--- src/rtl/wdg_pkg.sv ---
package wdg_pkg;
  // configuration word layout
  localparam int CFG_EN   = 0;
  localparam int CFG_SRC  = 1;
  localparam int CFG_MODE = 2;
  localparam int CFG_TSEL = 3;

  typedef enum logic {SRC_SYSDIV = 1'b0, SRC_OSC = 1'b1} wdg_src_e;
  typedef enum logic {CLR_SINGLE = 1'b0, CLR_PAIRED = 1'b1} wdg_clr_e;
endpackage

--- src/rtl/wdg_tick_src.sv ---
module wdg_tick_src #(
  parameter int SYS_DIV = 4
) (
  input  logic clk,
  input  logic rst,
  input  logic en_i,
  input  logic osc_sel_i,
  input  logic osc_tick_i,
  input  logic restart_i,
  output logic tick_o
);
  logic sys_tick;

  generate
    if (SYS_DIV <= 1) begin : g_nodiv
      logic unused_nodiv;
      assign unused_nodiv = clk ^ rst ^ restart_i;
      assign sys_tick = 1'b1;
    end else begin : g_div
      localparam int PW = $clog2(SYS_DIV);
      logic [PW-1:0] phase_q;
      always_ff @(posedge clk) begin
        if (rst || restart_i)                 phase_q <= '0;
        else if (phase_q == PW'(SYS_DIV - 1)) phase_q <= '0;
        else                                  phase_q <= phase_q + 1'b1;
      end
      assign sys_tick = (phase_q == PW'(SYS_DIV - 1));
    end
  endgenerate

  assign tick_o = en_i & (osc_sel_i ? osc_tick_i : sys_tick);
endmodule

--- src/rtl/wdg_clear_qual.sv ---
module wdg_clear_qual (
  input  logic clk,
  input  logic rst,
  input  logic en_i,
  input  logic paired_i,
  input  logic clr_i,
  input  logic clr1_i,
  input  logic clr2_i,
  input  logic ovf_i,
  output logic fire_o
);
  logic half1_q, half2_q;
  logic seen1, seen2;

  assign seen1  = half1_q | clr1_i;
  assign seen2  = half2_q | clr2_i;
  assign fire_o = en_i & (paired_i ? (seen1 & seen2) : clr_i);

  // pending halves are dropped on any count restart
  always_ff @(posedge clk) begin
    if (rst || !en_i || !paired_i || fire_o || ovf_i) begin
      half1_q <= 1'b0;
      half2_q <= 1'b0;
    end else begin
      half1_q <= seen1;
      half2_q <= seen2;
    end
  end
endmodule

--- src/rtl/wdg_counter.sv ---
module wdg_counter #(
  parameter int PRE_W = 8,
  parameter int DIV_W = 3,
  parameter int SEL_W = 2
) (
  input  logic             clk,
  input  logic             rst,
  input  logic             en_i,
  input  logic             tick_i,
  input  logic             clear_i,
  input  logic             halt_i,
  input  logic [SEL_W-1:0] tsel_i,
  output logic             ovf_o
);
  localparam int CNT_W = PRE_W + DIV_W;
  localparam int N_MIN = CNT_W - (1 << SEL_W) + 1;
  localparam logic [CNT_W-1:0] HI_MASK = ~CNT_W'((1 << PRE_W) - 1);

  logic [CNT_W-1:0] cnt_q;
  logic [CNT_W-1:0] last_cnt;

  always_comb begin
    last_cnt = '0;
    for (int b = 0; b < CNT_W; b++) begin
      if (b < N_MIN + int'(tsel_i)) last_cnt[b] = 1'b1;
    end
  end

  assign ovf_o = en_i & tick_i & ~clear_i & ~halt_i & (cnt_q >= last_cnt);

  always_ff @(posedge clk) begin
    if (rst || !en_i || clear_i || ovf_o) cnt_q <= '0;
    else if (halt_i)                      cnt_q <= cnt_q & HI_MASK;
    else if (tick_i)                      cnt_q <= cnt_q + 1'b1;
  end
endmodule

--- src/rtl/wdg_top.sv ---
module wdg_top
  import wdg_pkg::*;
#(
  parameter  int PRE_W   = 8,
  parameter  int DIV_W   = 3,
  parameter  int SEL_W   = 2,
  parameter  int SYS_DIV = 4,
  localparam int CFG_W   = CFG_TSEL + SEL_W
) (
  input  logic             clk,
  input  logic             rst,
  input  logic [CFG_W-1:0] cfg_i,
  input  logic             osc_tick_i,
  input  logic             clr_i,
  input  logic             clr1_i,
  input  logic             clr2_i,
  input  logic             halt_i,
  output logic             rst_req_o,
  output logic             timeout_o
);
  logic             en, osc_sel, paired;
  logic [SEL_W-1:0] tsel;
  logic             halt_q, fire, tick, ovf;

  assign en      = cfg_i[CFG_EN];
  assign osc_sel = (wdg_src_e'(cfg_i[CFG_SRC]) == SRC_OSC);
  assign paired  = (wdg_clr_e'(cfg_i[CFG_MODE]) == CLR_PAIRED);
  assign tsel    = cfg_i[CFG_TSEL +: SEL_W];
  assign halt_q  = halt_i & en;

  wdg_tick_src #(.SYS_DIV(SYS_DIV)) u_src (
    .clk(clk), .rst(rst), .en_i(en), .osc_sel_i(osc_sel),
    .osc_tick_i(osc_tick_i), .restart_i(~en | fire | halt_q), .tick_o(tick)
  );

  wdg_clear_qual u_qual (
    .clk(clk), .rst(rst), .en_i(en), .paired_i(paired), .clr_i(clr_i),
    .clr1_i(clr1_i), .clr2_i(clr2_i), .ovf_i(ovf), .fire_o(fire)
  );

  wdg_counter #(.PRE_W(PRE_W), .DIV_W(DIV_W), .SEL_W(SEL_W)) u_cnt (
    .clk(clk), .rst(rst), .en_i(en), .tick_i(tick), .clear_i(fire),
    .halt_i(halt_q), .tsel_i(tsel), .ovf_o(ovf)
  );

  always_ff @(posedge clk) begin
    if (rst) begin
      rst_req_o <= 1'b0;
      timeout_o <= 1'b0;
    end else begin
      rst_req_o <= ovf;
      if (ovf) timeout_o <= 1'b1;
    end
  end
endmodule

--- config.mk ---
export PLATFORM = sky130hd
export DESIGN_NAME = wdg_top
export DESIGN_NICKNAME = d
export VERILOG_FILES = /design/src/rtl/wdg_pkg.sv /design/src/rtl/wdg_tick_src.sv /design/src/rtl/wdg_clear_qual.sv /design/src/rtl/wdg_counter.sv /design/src/rtl/wdg_top.sv
export SDC_FILE = /design/constraint.sdc
export NUM_CORES = 1
export LEC_CHECK = 0
export BUFFER_PORTS_ARGS = -buffer_cell sky130_fd_sc_hd__buf_2
export CAP_MARGIN = 20
export CORE_ASPECT_RATIO = 0.8
export CORE_MARGIN = 2
export CORE_UTILIZATION = 46
export CTS_BUF_LIST = sky130_fd_sc_hd__clkbuf_4 sky130_fd_sc_hd__clkbuf_8 sky130_fd_sc_hd__clkbuf_16
export DETAILED_ROUTE_END_ITERATION = 8
export PLACE_DENSITY = 0.74
export SLEW_MARGIN = 20
export SYNTH_ARGS = -nofsm -noshare
export SYNTH_HDL_FRONTEND = slang
export SYNTH_SLANG_ARGS = --single-unit
--- constraint.sdc ---
create_clock -name clk -period 2.55 [get_ports clk]
set_input_delay 0.765 -clock clk [delete_from_list [all_inputs] [get_ports clk]]
set_output_delay 0.765 -clock clk [all_outputs]
set_load 0.02 [all_outputs]
==> Yosys cells after proc, flatten, opt, wreduce, memory -nomap -nowiden <==
Cells that the tools add are included.
{ "totals": {"register_bits": 17, "inputBits": 12, "output_inout_bits": 2, "word_cells": 63} }
{ "op_classes": {"add_sub_neg": 3, "magnitude_cmp": 12, "eq_ne": 1, "n_mux": 13, "bitwise": 15, "n_reduce_logical": 12} }
{ "op_table": {"columns": ["operator", "n"], "rows": [
  ["4-bit by 32-bit less-than comparator with 1-bit output (first input constant)", 4],
  ["5-bit by 32-bit less-than comparator with 1-bit output (first input constant)", 3],
  ["3-bit by 32-bit less-than comparator with 1-bit output (first input constant)", 2],
  ["2-bit by 32-bit less-than comparator with 1-bit output (first input constant)", 1],
  ["1-bit 2-to-1 mux", 13],
  ["11-bit by 1-bit adder with 11-bit output (second input constant)", 1],
  ["11-bit >= comparator", 1],
  ["1-bit bitwise AND", 8],
  ["1-bit logical OR", 7],
  ["4-bit by 2-bit adder with 5-bit output (first input constant)", 1],
  ["1-bit by 5-bit less-than comparator with 1-bit output (first input constant)", 1],
  ["1-bit bitwise OR", 4],
  ["2-bit OR reduction", 2],
  ["1-bit inverter", 3],
  ["2-bit by 1-bit adder with 2-bit output (second input constant)", 1],
  ["2-bit == test (second input constant)", 1],
  ["1-bit logical NOT", 2],
  ["2-bit AND reduction", 1]
]} }

==> Depth between registers and ports, before layout <==
Gate-level depths: netlist of the first run.
{ "depth": {"word_depth": 10, "ltp_mapped": 7, "mapped_depth_nobuf": 6} }

==> By module <==
A second synthesis of the first run with hierarchy kept.
{ "hier_totals": {"cells_unflattened": 91, "hier_area_um2": 865.8} }
{ "modules_own_cells": {"columns": ["mod", "instances", "cells_each", "area_each_um2", "seq_area_each_um2"], "rows": [
  ["wdg_counter", 1, 68, 606.8, 220.2],
  ["wdg_tick_src", 1, 7, 96.3, 40.0],
  ["wdg_clear_qual", 1, 10, 90.1, 40.0],
  ["wdg_top", 1, 6, 72.6, 40.0]
]} }

==> Worst setup path before layout of the first run <==
No wires, ideal clock.
{ "synth_path": {"path_type": "in2reg", "from": "input cfg_i[3]", "to": "register u_qual.half2_q", "setup_ns": 0.127, "arrival_ns": 2.366, "required_time_ns": 2.423, "slack_ns": 0.057, "stages": 7, "path_buffers": 1, "path_cell_list": "nand2_1 > ha_1 > nand3_1 > or4_4 > a2111oi_4 > buf_6 > nor3_1"} }
{ "synth_via": {"elab_chain_len": 6, "elab_cells_between_ends": 26, "cone_classes": "add/sub (1); order compare (12); mux (11); bitwise (1); reduce/logical (1)"} }
{ "synth_lines": {"columns": ["element", "line_no", "text"], "rows": [
  ["start, declared", "wdg_top.sv:12", "input logic [CFG_W-1:0] cfg_i,"],
  ["4-bit by 2-bit adder with 5-bit output (*)", "wdg_counter.sv:25", "if (b < N_MIN + int'(tsel_i)) last_cnt[b] = 1'b1;"],
  ["2-bit by 32-bit less-than comparator with 1-bit output (tied with other cells)", "wdg_counter.sv:25", null],
  ["1-bit 2-to-1 mux", "wdg_counter.sv:25", null],
  ["11-bit >= comparator (*)", "wdg_counter.sv:29", "assign ovf_o = en_i & tick_i & ~clear_i & ~halt_i & (cnt_q >= last_cnt);"],
  ["1-bit bitwise AND (*)", "wdg_counter.sv:29", null],
  ["1-bit logical OR (*)", "wdg_clear_qual.sv:21", "if (rst || !en_i || !paired_i || fire_o || ovf_i) begin"],
  ["end signal, assigned", "wdg_clear_qual.sv:26", "half2_q <= seen2;"],
  ["end, declared", "wdg_clear_qual.sv:12", "logic half1_q, half2_q;"]
]} }
Mark *: on every way between the ends. The rest lies on a longest branch, timed or not.
A chain may end at the register's enable or synchronous reset.

==> Final worst setup path of the first run <==
{ "layout_path": {"from": "input cfg_i[4]", "to": "register rst_req_o"} }
{ "layout_via": {"elab_chain_len": 5, "elab_cells_between_ends": 25, "cone_classes": "add/sub (1); order compare (12); mux (11); bitwise (1)"} }
{ "layout_lines": {"columns": ["element", "line_no", "text"], "rows": [
  ["4-bit by 2-bit adder with 5-bit output (*)", "wdg_counter.sv:25", null],
  ["2-bit by 32-bit less-than comparator with 1-bit output (tied with other cells)", "wdg_counter.sv:25", null],
  ["1-bit 2-to-1 mux", "wdg_counter.sv:25", null],
  ["11-bit >= comparator (*)", "wdg_counter.sv:29", null],
  ["1-bit bitwise AND (*)", "wdg_counter.sv:29", null],
  ["end signal, assigned", "wdg_top.sv:51", "rst_req_o <= ovf;"],
  ["end, declared", "wdg_top.sv:18", "output logic rst_req_o,"]
]} }
Marked as above.

==> run metrics, run 1 <==
Static Leak roughly 0.40 nW; syn nets 107; clock latency on the worst-skew pair 290 ps; post-cts sizing count 0; Max-Cap Viols 0; worst hold path type reg2reg; final core utilization 0.549; Root Driver clkbuf_4; pin count of the biggest net entering global routing 11; Psw between 0.0001 and 0.00015 W; reg2reg start u_cnt.cnt_q[8]; Final setup viols 0; WP depth 8; cell area after synthesis 867 µm²; Synth async-reset ratio 0; min Tclk post-route 2320 ps; internal power between 0.0003 and 0.0004 W; Die Wd 52.5 µm; ys flop type dfxtp_1; std cell rows 14; input/output buffers 13; dpl hpwl between 1000 and 1500 µm; unrepaired setup endpoints after global routing no; antenna violations before repair 0; Critical Path AT 2550 ps; CTS Sinks 17; Worst Setup SP cfg_i[4]; crit-path leading delay family simple AND/OR/NAND/NOR gates; CP max FO 7; Worst-Margin Slew 270 ps; effective utilization at floorplan 0.476; Reg2Reg Depth 6; crit path cell chain buf_2, nand2_1, ha_1, nand3_1, or4_4, a2111oi_4, buf_4, nor2b_1; setup_tns 0 ps; Tot GR Track Use 0.197; number of diodes 0; drt drc 0; WP buf/inv 2; WHS about 450 ps; Layout area overhead 15.3%; clock power share 0.342; crit path kind in2reg; DR pass1 iterations 4; status finished, final reports clean; Fin Clk Skew 2.81 ps; chip height 42.8 µm; Pins Over Slew Limit 0; count of final hold-check violations 0; commonest non-fill, non-tap cell in the layout dfxtp_1; Post-DRT Antenna Nets 0; Yosys top cell by area dfxtp_1; boundary pin count 14; CTS max path bufs 2; FF-to-FF End rst_req_o; Worst setup endpoint rst_req_o; startpoint types input pin; hold_buf cts 0; crit end category flip-flop; via count around 760; Num CTS Buffers 3; most frequent cells in the layout dfxtp_1 (17), buf_2 (13), nor3_1 (10), xor2_1 (7); GPL Wtd Cong 0.839; slowest cell delay on critical path 530 ps; top cells by area, synth dfxtp_1 (39%), ha_1 (7.2%), xor2_1 (7.1%), nor3_1 (5.8%), a2111oi_4 (3.2%); Synth Instances 90; Worst VDD drop 0.000286 V; YS warnings 0; critical path required time 2780 ps; Synth cell types 32; grt ovf 0; Core Region 1820 µm²; Slew headroom 0.820; dpl cell area just under 1000 µm²; final worst path period share 0.908; Slowest cell on crit path or4_4; Clock transition at path regs 100 ps; EDFF count, synth 0; Post-CTS Setup Bufs 0; DR WL/cell 14.8 µm; Sequential Power Share 0.583; Switching Share 0.232; Routed WL 1950 µm; share of cells above drive strength 1 0.222; H-tree levels 1; vias per inst 5.77; first-pass GRT wire length 3170 µm; CTS tree built; Post-Syn Area per Cell 9.63 µm²; Max Fclk 432 MHz; Die Footprint 2250 µm²; FF+latch count, synth 17; vias in the first global route 709; Comb power frac 0.075; First DRT Iteration DRCs 13; PD cells 460 nW/µm²; Power, Total 0.000460 W; Design Area, Final 1000 µm²; post-synth top area share 0.392; Nets between 100 and 150; FF-to-FF setup slack 490 ps; sequential area share after synthesis 0.392
-- routing by layer --
layer  global-route usage  up-vias  part of all wire
met2                0.323       14              0.49
li1                     -      378                 -
met4               0.0462        0            0.0041
met3               0.0739        3             0.038
met1                0.242      366              0.47
met5                    0        -                 0
-- synth_stat cells, drive strengths merged, types with 2 or more instances --
library cell / instances
dfxtp: 17
nor3: 10
xor2: 7
ha: 5
nand2: 5
nand3: 4
nand4: 4
a211oi: 3
inv: 3
o21ai: 3
or4: 3
a21o: 2
a21oi: 2
and2: 2
and3: 2
nand4b: 2
o31ai: 2
-- worst min-delay path by stage --
| stage | startpoint | cells past startpoint | end | slack [ps] |
|---|---|---|---|---|
| after floorplan | u_src.g_div.phase_q[0] | 1 | u_src.g_div.phase_q[0] | 400 |
| after global placement | u_src.g_div.phase_q[0] | 1 | u_src.g_div.phase_q[0] | 410 |
| after detailed placement | u_src.g_div.phase_q[0] | 1 | u_src.g_div.phase_q[0] | 440 |
| after CTS | u_src.g_div.phase_q[0] | 1 | u_src.g_div.phase_q[0] | 460 |
| after global routing | u_src.g_div.phase_q[0] | 1 | u_src.g_div.phase_q[0] | 470 |
| final | u_src.g_div.phase_q[0] | 1 | u_src.g_div.phase_q[0] | 450 |
-- sequential cells by signal, summed over array words and instances (netlist names) --
name,flops
u_cnt.cnt_q,11
u_src.g_div.phase_q,2
rst_req_o,1
timeout_o,1
u_qual.half1_q,1
u_qual.half2_q,1
-- metrics by stage --
| stage | instances | worst slack (ps) |
|---|---|---|
| 6_report | 132 | 234 |
| 5_1_grt | 132 | 189 |
| 4_1_cts | 132 | 232 |
| 3_5_place_dp | 128 | -80.9 |
| 3_3_place_gp | 128 | 2.36 |
| 2_1_floorplan | 90 | 56.7 |
-- power by group through the flow --
stage	Clock [W]	Combinational (W)	Sequential, W
3_3_place_gp	0	0.0000328	0.000274
5_1_grt	0.000181	0.0000382	0.000268
3_5_place_dp	0	0.0000341	0.000274
2_1_floorplan	0	0.0000181	0.000274
6_report	0.000157	0.0000345	0.000268
4_1_cts	0.000164	0.0000343	0.000268
-- final cells by class --
type / count / area (µm²)
fillers: 180 / 822
repair buffers: 16 / 87.6
multi-input cells: 68 / 500
clock buffers: 4 / 30.0
inverters: 3 / 11.3
flip-flops and latches: 17 / 340
well taps: 24 / 30.0
-- cells by family after synthesis --
family | Yosys count | share of synthesized area
buffers and inverters | 5 | 0.0303
adder cells (fa/ha/maj) | 5 | 0.0722
multiplexers | 2 | 0.0245
AO/OA/AOI/OAI | 15 | 0.143
AND/OR/NAND/NOR | 39 | 0.267
XOR/XNOR | 7 | 0.0707
flip-flops | 17 | 0.393
Power figures use the tool's default switching activity.
==> run 2: changes to the inputs <==
--- a/config.mk
+++ b/config.mk
@@ -8,7 +8,7 @@
 export BUFFER_PORTS_ARGS = -buffer_cell sky130_fd_sc_hd__buf_2
 export CAP_MARGIN = 20
 export CORE_ASPECT_RATIO = 0.8
-export CORE_MARGIN = 2
+export CORE_MARGIN = 5
 export CORE_UTILIZATION = 46
 export CTS_BUF_LIST = sky130_fd_sc_hd__clkbuf_4 sky130_fd_sc_hd__clkbuf_8 sky130_fd_sc_hd__clkbuf_16
 export DETAILED_ROUTE_END_ITERATION = 8
@@ -16,4 +16,5 @@
 export SLEW_MARGIN = 20
 export SYNTH_ARGS = -nofsm -noshare
 export SYNTH_HDL_FRONTEND = slang
+export SYNTH_HIERARCHICAL = 1
 export SYNTH_SLANG_ARGS = --single-unit
==> run 2 against run 1 <==
Against the previous run:
- synthesized cell count grew 1.1%
- sequential power is essentially flat
- critical path depth unchanged
- critical path type unchanged
- critical endpoint is now u_cnt/cnt_q[4]
- largest cell class unchanged
==> run metrics, run 2 <==
status finished, final reports clean; Critical Path AT 2330 ps; Slew headroom 0.736; boundary pin count 14; FF-to-FF setup slack just under 700 ps; WHS 426 ps; fin cells 132; Hold Path End u_qual/half1_q; number of diodes 0; Post-DRT Antenna Nets 0; metal2 WL 766 µm; Fin Clk Skew 11.1 ps; Core Region between 1500 and 2000 µm²; most frequent cells in the layout dfxtp_1 (17), buf_2 (13), nor3_1 (12), xnor2_1 (7); Synth cell types 31; dpl cells roughly 130; sequential area share after synthesis 0.393; ys flop type dfxtp_1; CP max FO 8; grt ovf 0; H-tree levels 1; count of final hold-check violations 0; Post-Syn Area per Cell 9.51 µm²; Max Fclk 468 MHz; Post-CTS Setup Bufs 0; min-delay src u_qual/half2_q; cell area after synthesis 866 µm²; unrepaired setup endpoints after global routing no; input/output buffers 13; YS warnings 6; CTS Sinks 17; antenna violations before repair 0; Reg2Reg Depth 8; uppermost layer routed met4; Commonest cells post-synth dfxtp_1 (17), nor3_1 (12), xnor2_1 (7); Die Footprint 2860 µm²; critical path required time 2740 ps; vias in the first global route about 630; Worst-Margin Slew approximately 390 ps; DR WL/cell around 12 µm; wl on met1 700 µm; Routed WL between 1500 and 2000 µm; std cell rows 14; startpoint types input pin; PD cells 447 nW/µm²; dpl hpwl roughly 1300 µm; Design Area, Final 991 µm²; crit path kind in2reg; Synth Instances 91; Final setup viols 0; Root Driver clkbuf_4; Worst VDD drop 0.000332 V; FF+latch count, synth 17; Max-Cap Viols 0; CTS max path bufs 2; Die Wd 58.5 µm; crit end category flip-flop; Largest Register u_cnt/cnt_q; CTS tree built; clock latency on the worst-skew pair 300 ps; Nets ~130; FF-to-FF End u_cnt/cnt_q[9]; share of cells above drive strength 1 0.250; EDFF count, synth 0; post-cts sizing count 0; First DRT Iteration DRCs 7; slowest cell delay on critical path 560 ps; Static Leak 0.362 nW; final worst path period share 0.837; reg2reg start u_src/g_div.phase_q[0]; Yosys top cell by area dfxtp_1; post-synth top area share 0.393; Slowest cell on crit path or4_1; worst hold path type reg2reg; Clock transition at path regs 100 ps; pin count of the biggest net entering global routing 11; commonest non-fill, non-tap cell in the layout dfxtp_1; setup_tns 0 ps; vias per inst around 5.3; Layout area overhead 14.5%; drt drc 0; count leader, synth dfxtp_1; syn nets about 110; chip height 48.8 µm; met3 WL 81 µm; crit path cell chain buf_2, nand2_1, ha_1, nand4_1, or4_1, a21oi_2, buf_4, nor3_1; top cells by area, synth dfxtp_1 (39%), ha_1 (7.2%), xnor2_1 (7.1%), nor3_1 (6.9%), nand4_1 (3.6%); Top Registers u_cnt/cnt_q: 11 flops, u_src/g_div.phase_q: 2 flops; effective utilization at floorplan 0.471; max reg flops 11; Worst Hold Depth 1; via count 694; first-pass GRT wire length 2620 µm; dpl cell area 963 µm²; hold_buf cts 0; min Tclk post-route 2140 ps; Synth async-reset ratio 0; DR pass1 iterations 4; Pins Over Slew Limit 0; Num CTS Buffers 3; Tot GR Track Use 0.123; GPL Wtd Cong 0.766
==> run 2: layout make-up <==
| type | instances | area, µm² |
|---|---|---|
| inverters | 2 | 7.51 |
| multi-input cells | 69 | 498 |
| repair buffers | 16 | 87.6 |
| fillers | 198 | 848 |
| flip-flops and latches | 17 | 340 |
| clock inverters | 1 | 5.00 |
| well taps | 24 | 30.0 |
| clock buffers | 3 | 22.5 |
==> run 2: power by group <==
part,total [W],switching (W),internal [W]
logic,0.0000345,0.0000176,0.0000169
clock network,0.000141,0.0000821,0.0000584
registers,0.000268,0.00000113,0.000267
==> run 2: per-layer routing <==
| layer | global-route usage | up-vias |
|---|---|---|
| li1 | - | 369 |
| met1 | 0.143 | 312 |
| met2 | 0.190 | 8 |
| met3 | 0.0556 | 5 |
| met4 | 0.0579 | 0 |
| met5 | 0 | - |
==> run 2: metrics by stage <==
stage	util	setup WS (ps)	total power [W]
global placement	0.524	178	0.000307
finish	0.539	415	0.000443
floorplan	-	207	0.000293
CTS	0.539	411	0.000453
detailed placement	0.524	126	0.000309
global route	0.539	346	0.000471
==> run 2: critical path: cells and delay by family <==
family	cells	cell delay (ps)
simple gates	4	790
fa+ha+maj	1	300
buf+inv	2	280
compound gates	1	190
==> run 2: kinds of logic (layout without fill, tap and decap cells) <==
logic type,count (synthesis),in the layout,synth area share
flops,17,17,0.393
simple gates,46,46,0.328
buf+inv,5,22,0.0318
fa+ha+maj,5,5,0.0723
xor+xnor,10,10,0.101
compound gates,6,6,0.0506
mux,2,2,0.0231
==> run 2: worst max path at each step <==
| stage | start | slack [ps] | depth (start not counted) | to |
|---|---|---|---|---|
| global placement | cfg_i[4] | 180 | 8 | u_qual/half2_q |
| CTS | cfg_i[4] | 410 | 8 | u_cnt/cnt_q[4] |
| detailed placement | cfg_i[4] | 130 | 8 | u_cnt/cnt_q[4] |
| floorplan | cfg_i[3] | 210 | 8 | u_qual/half1_q |
| finish | cfg_i[4] | 410 | 8 | u_cnt/cnt_q[4] |
| global route | cfg_i[4] | 350 | 8 | u_qual/half1_q |
==> run 3: changes to the inputs <==
--- a/config.mk
+++ b/config.mk
@@ -5,6 +5,7 @@
 export SDC_FILE = /design/constraint.sdc
 export NUM_CORES = 1
 export LEC_CHECK = 0
+export ABC_AREA = 1
 export BUFFER_PORTS_ARGS = -buffer_cell sky130_fd_sc_hd__buf_2
 export CAP_MARGIN = 20
 export CORE_ASPECT_RATIO = 0.8
@@ -12,7 +13,7 @@
 export CORE_UTILIZATION = 46
 export CTS_BUF_LIST = sky130_fd_sc_hd__clkbuf_4 sky130_fd_sc_hd__clkbuf_8 sky130_fd_sc_hd__clkbuf_16
 export DETAILED_ROUTE_END_ITERATION = 8
-export PLACE_DENSITY = 0.74
+export PLACE_DENSITY = 0.73
 export SLEW_MARGIN = 20
 export SYNTH_ARGS = -nofsm -noshare
 export SYNTH_HDL_FRONTEND = slang
==> constraint.sdc (replaced) <==
create_clock -name clk -period 1.72 [get_ports clk]
set_input_delay 0.516 -clock clk [delete_from_list [all_inputs] [get_ports clk]]
set_output_delay 0.516 -clock clk [all_outputs]
set_load 0.02 [all_outputs]
==> run 3 against run 2 <==
Against the previous run:
- cell count increased by 47%
- critical path depth grew 6
- setup slack got worse by 210 ps
- clock-buffer cell count unchanged
- power is 58% higher
- die area rose by 12%
- global-route usage rose by 1.1 points
==> run metrics, run 3 <==
syn nets between 150 and 200; Power, Total 0.000699 W; share of cells above drive strength 1 0.254; min-delay src u_src/g_div.phase_q[0]; CTS Sinks 17; crit path cell chain buf_2, inv_1, ha_1, nand2_2, inv_1, a21oi_1, nand3_1, nand2_2, inv_1, inv_1, nand2_1, nor2_2, nand3_1, nor2_1; First DRT Iteration DRCs 23; Pins Over Slew Limit 0; Root Driver clkbuf_4; YS warnings 6; sequential area share after synthesis 0.343; Max Fclk 658 MHz; Layout area overhead 21.2%; critical path required time 1970 ps; Tot GR Track Use 0.134; count leader, synth nand2_1; unrepaired setup endpoints after global routing no; PD cells 582 nW/µm²; via count 870; startpoint types input pin; CTS max path bufs 2; Commonest cells post-synth nand2_1 (31), inv_1 (30), nor2_1 (23); ys flop type dfxtp_1; number of diodes 0; Die Footprint 3190 µm²; Critical Path AT 1760 ps; status finished, final reports clean; Max-Cap Viols 0; Top Registers u_cnt/cnt_q: 11 flops, u_src/g_div.phase_q: 2 flops; Num CTS Buffers 3; Routed WL 1780 µm; effective utilization at floorplan 0.472; Slowest cell on crit path ha_1; H-tree levels 1; GPL Wtd Cong 0.816; dpl hpwl roughly 1500 µm; Synth Instances 145; input/output buffers 13; Worst-Margin Slew 396 ps; drt drc 0; DR pass1 iterations 4; slowest cell delay on critical path 290 ps; Slew headroom 0.734; Clock transition at path regs around 110 ps; cell area after synthesis 992 µm²; Synth async-reset ratio 0; Final setup viols 0; boundary pin count 14; most frequent cells in the layout nand2_1 (30), inv_1 (30), nor2_1 (22), dfxtp_1 (15), buf_2 (13); Static Leak 0.599 nW; vias in the first global route 807; crit end category flip-flop; Fillers 209; Worst VDD drop 0.000522 V; pin count of the biggest net entering global routing 12; Largest Register u_cnt/cnt_q; max reg flops 11; CP max FO 3; CTS tree built; WHS ~410 ps; reg2reg start u_cnt/cnt_q[8]; top cells by area, synth dfxtp_1 (34%), nand2_1 (12%), inv_1 (11%), nor2_1 (8.7%), ha_1 (6.3%); EDFF count, synth 0; worst hold path type reg2reg; Post-Syn Area per Cell 6.84 µm²; FF+latch count, synth 17; Yosys top cell by area dfxtp_1; final worst path period share 0.884; DR WL/cell between 9 and 10 µm; Die Wd 61.9 µm; Post-CTS Setup Bufs 0; clock latency on the worst-skew pair 290 ps; Core Region roughly 2100 µm²; crit path kind in2reg; grt ovf 0; min Tclk post-route 1520 ps; Post-DRT Antenna Nets 0; most used cell, CP inv_1; first-pass GRT wire length 3180 µm; Synth cell types 21; post-synth top area share 0.343; chip height about 52 µm; Fin Clk Skew 9.64 ps; count of final hold-check violations 0; std cell rows 15; vias per inst between 4 and 5; Worst Setup SP cfg_i[4]; Nets around 190; antenna violations before repair 0
-- run 3: cell types whose count changed after synthesis, moves of 4 or more --
cell | previous run | this run
inv_1 | 2 | 30
nand2_1 | 4 | 31
nand2_2 | 0 | 4
nand3_1 | 3 | 8
nor2_1 | 5 | 23
nor3_1 | 12 | 1
nor4_1 | 5 | 0
-- run 3: worst max-delay path, delay by kind of cell --
kind	cells	cell delay, ps
buf+inv	5	280
fa+ha+maj	1	290
simple gates	7	560
compound gates	1	130
-- run 3: area by class of cell --
class / instances / area [µm²] / share of cell area
Inverter: 33 / 124 / 0.103
Clock buffer: 3 / 22.5 / 0.0187
Sequential cell: 17 / 343 / 0.285
Timing Repair Buffer: 20 / 118 / 0.0978
Clock inverter: 1 / 7.51 / 0.00624
Multi-Input combinational cell: 95 / 557 / 0.463
Tap cell: 25 / 31.3 / 0.0260
-- run 3: final timing paths --
path,depth (start not counted),to,slack [ps]
max reg2reg,12,u_qual/half2_q,210
min,1,u_src/g_div.phase_q[0],410
min reg2reg,1,u_src/g_div.phase_q[0],410
max,14,u_qual/half2_q,200
-- run 3: kinds of logic after synthesis --
kind of cell    count (synthesis)  synth area share
fa+ha+maj                       5            0.0631
compound gates                  2            0.0126
mux                             1            0.0101
flops                          17             0.343
simple gates                   79             0.376
buf+inv                        33             0.125
xor+xnor                        8            0.0706
-- run 3: power by group --
group | internal (W) | switching (W)
clock | 0.0000885 | 0.000131
combinational | 0.0000355 | 0.0000463
sequential | 0.000396 | 0.00000130
-- run 3: stage by stage --
step / TNS [ps] / area (µm²) / setup WS, ps / std cells / utilization
after floorplan: 0 / 995 / 3.07 / 145 / -
after global placement: -719 / 1140 / -101 / 190 / 0.544
after detailed placement: -1720 / 1140 / -179 / 190 / 0.544
after CTS: 0 / 1170 / 116 / 194 / 0.558
after global routing: 0 / 1200 / 4.61 / 194 / 0.572
final: 0 / 1200 / 200 / 194 / 0.572
-- run 3: routing by layer --
layer	global-route usage	wire length, µm	vias to the layer above
li1	-	-	479
met1	0.156	862	373
met2	0.225	809	16
met3	0.0496	96	2
met4	0.0424	17	0
met5	0	0	-
-- run 3: what timing repair did --
item | CTS | global route
hold buffers | 0 | 0
hold endpoints to repair | 0 | 0
setup endpoints to repair | 0 | 8
resized for setup | 0 | 6
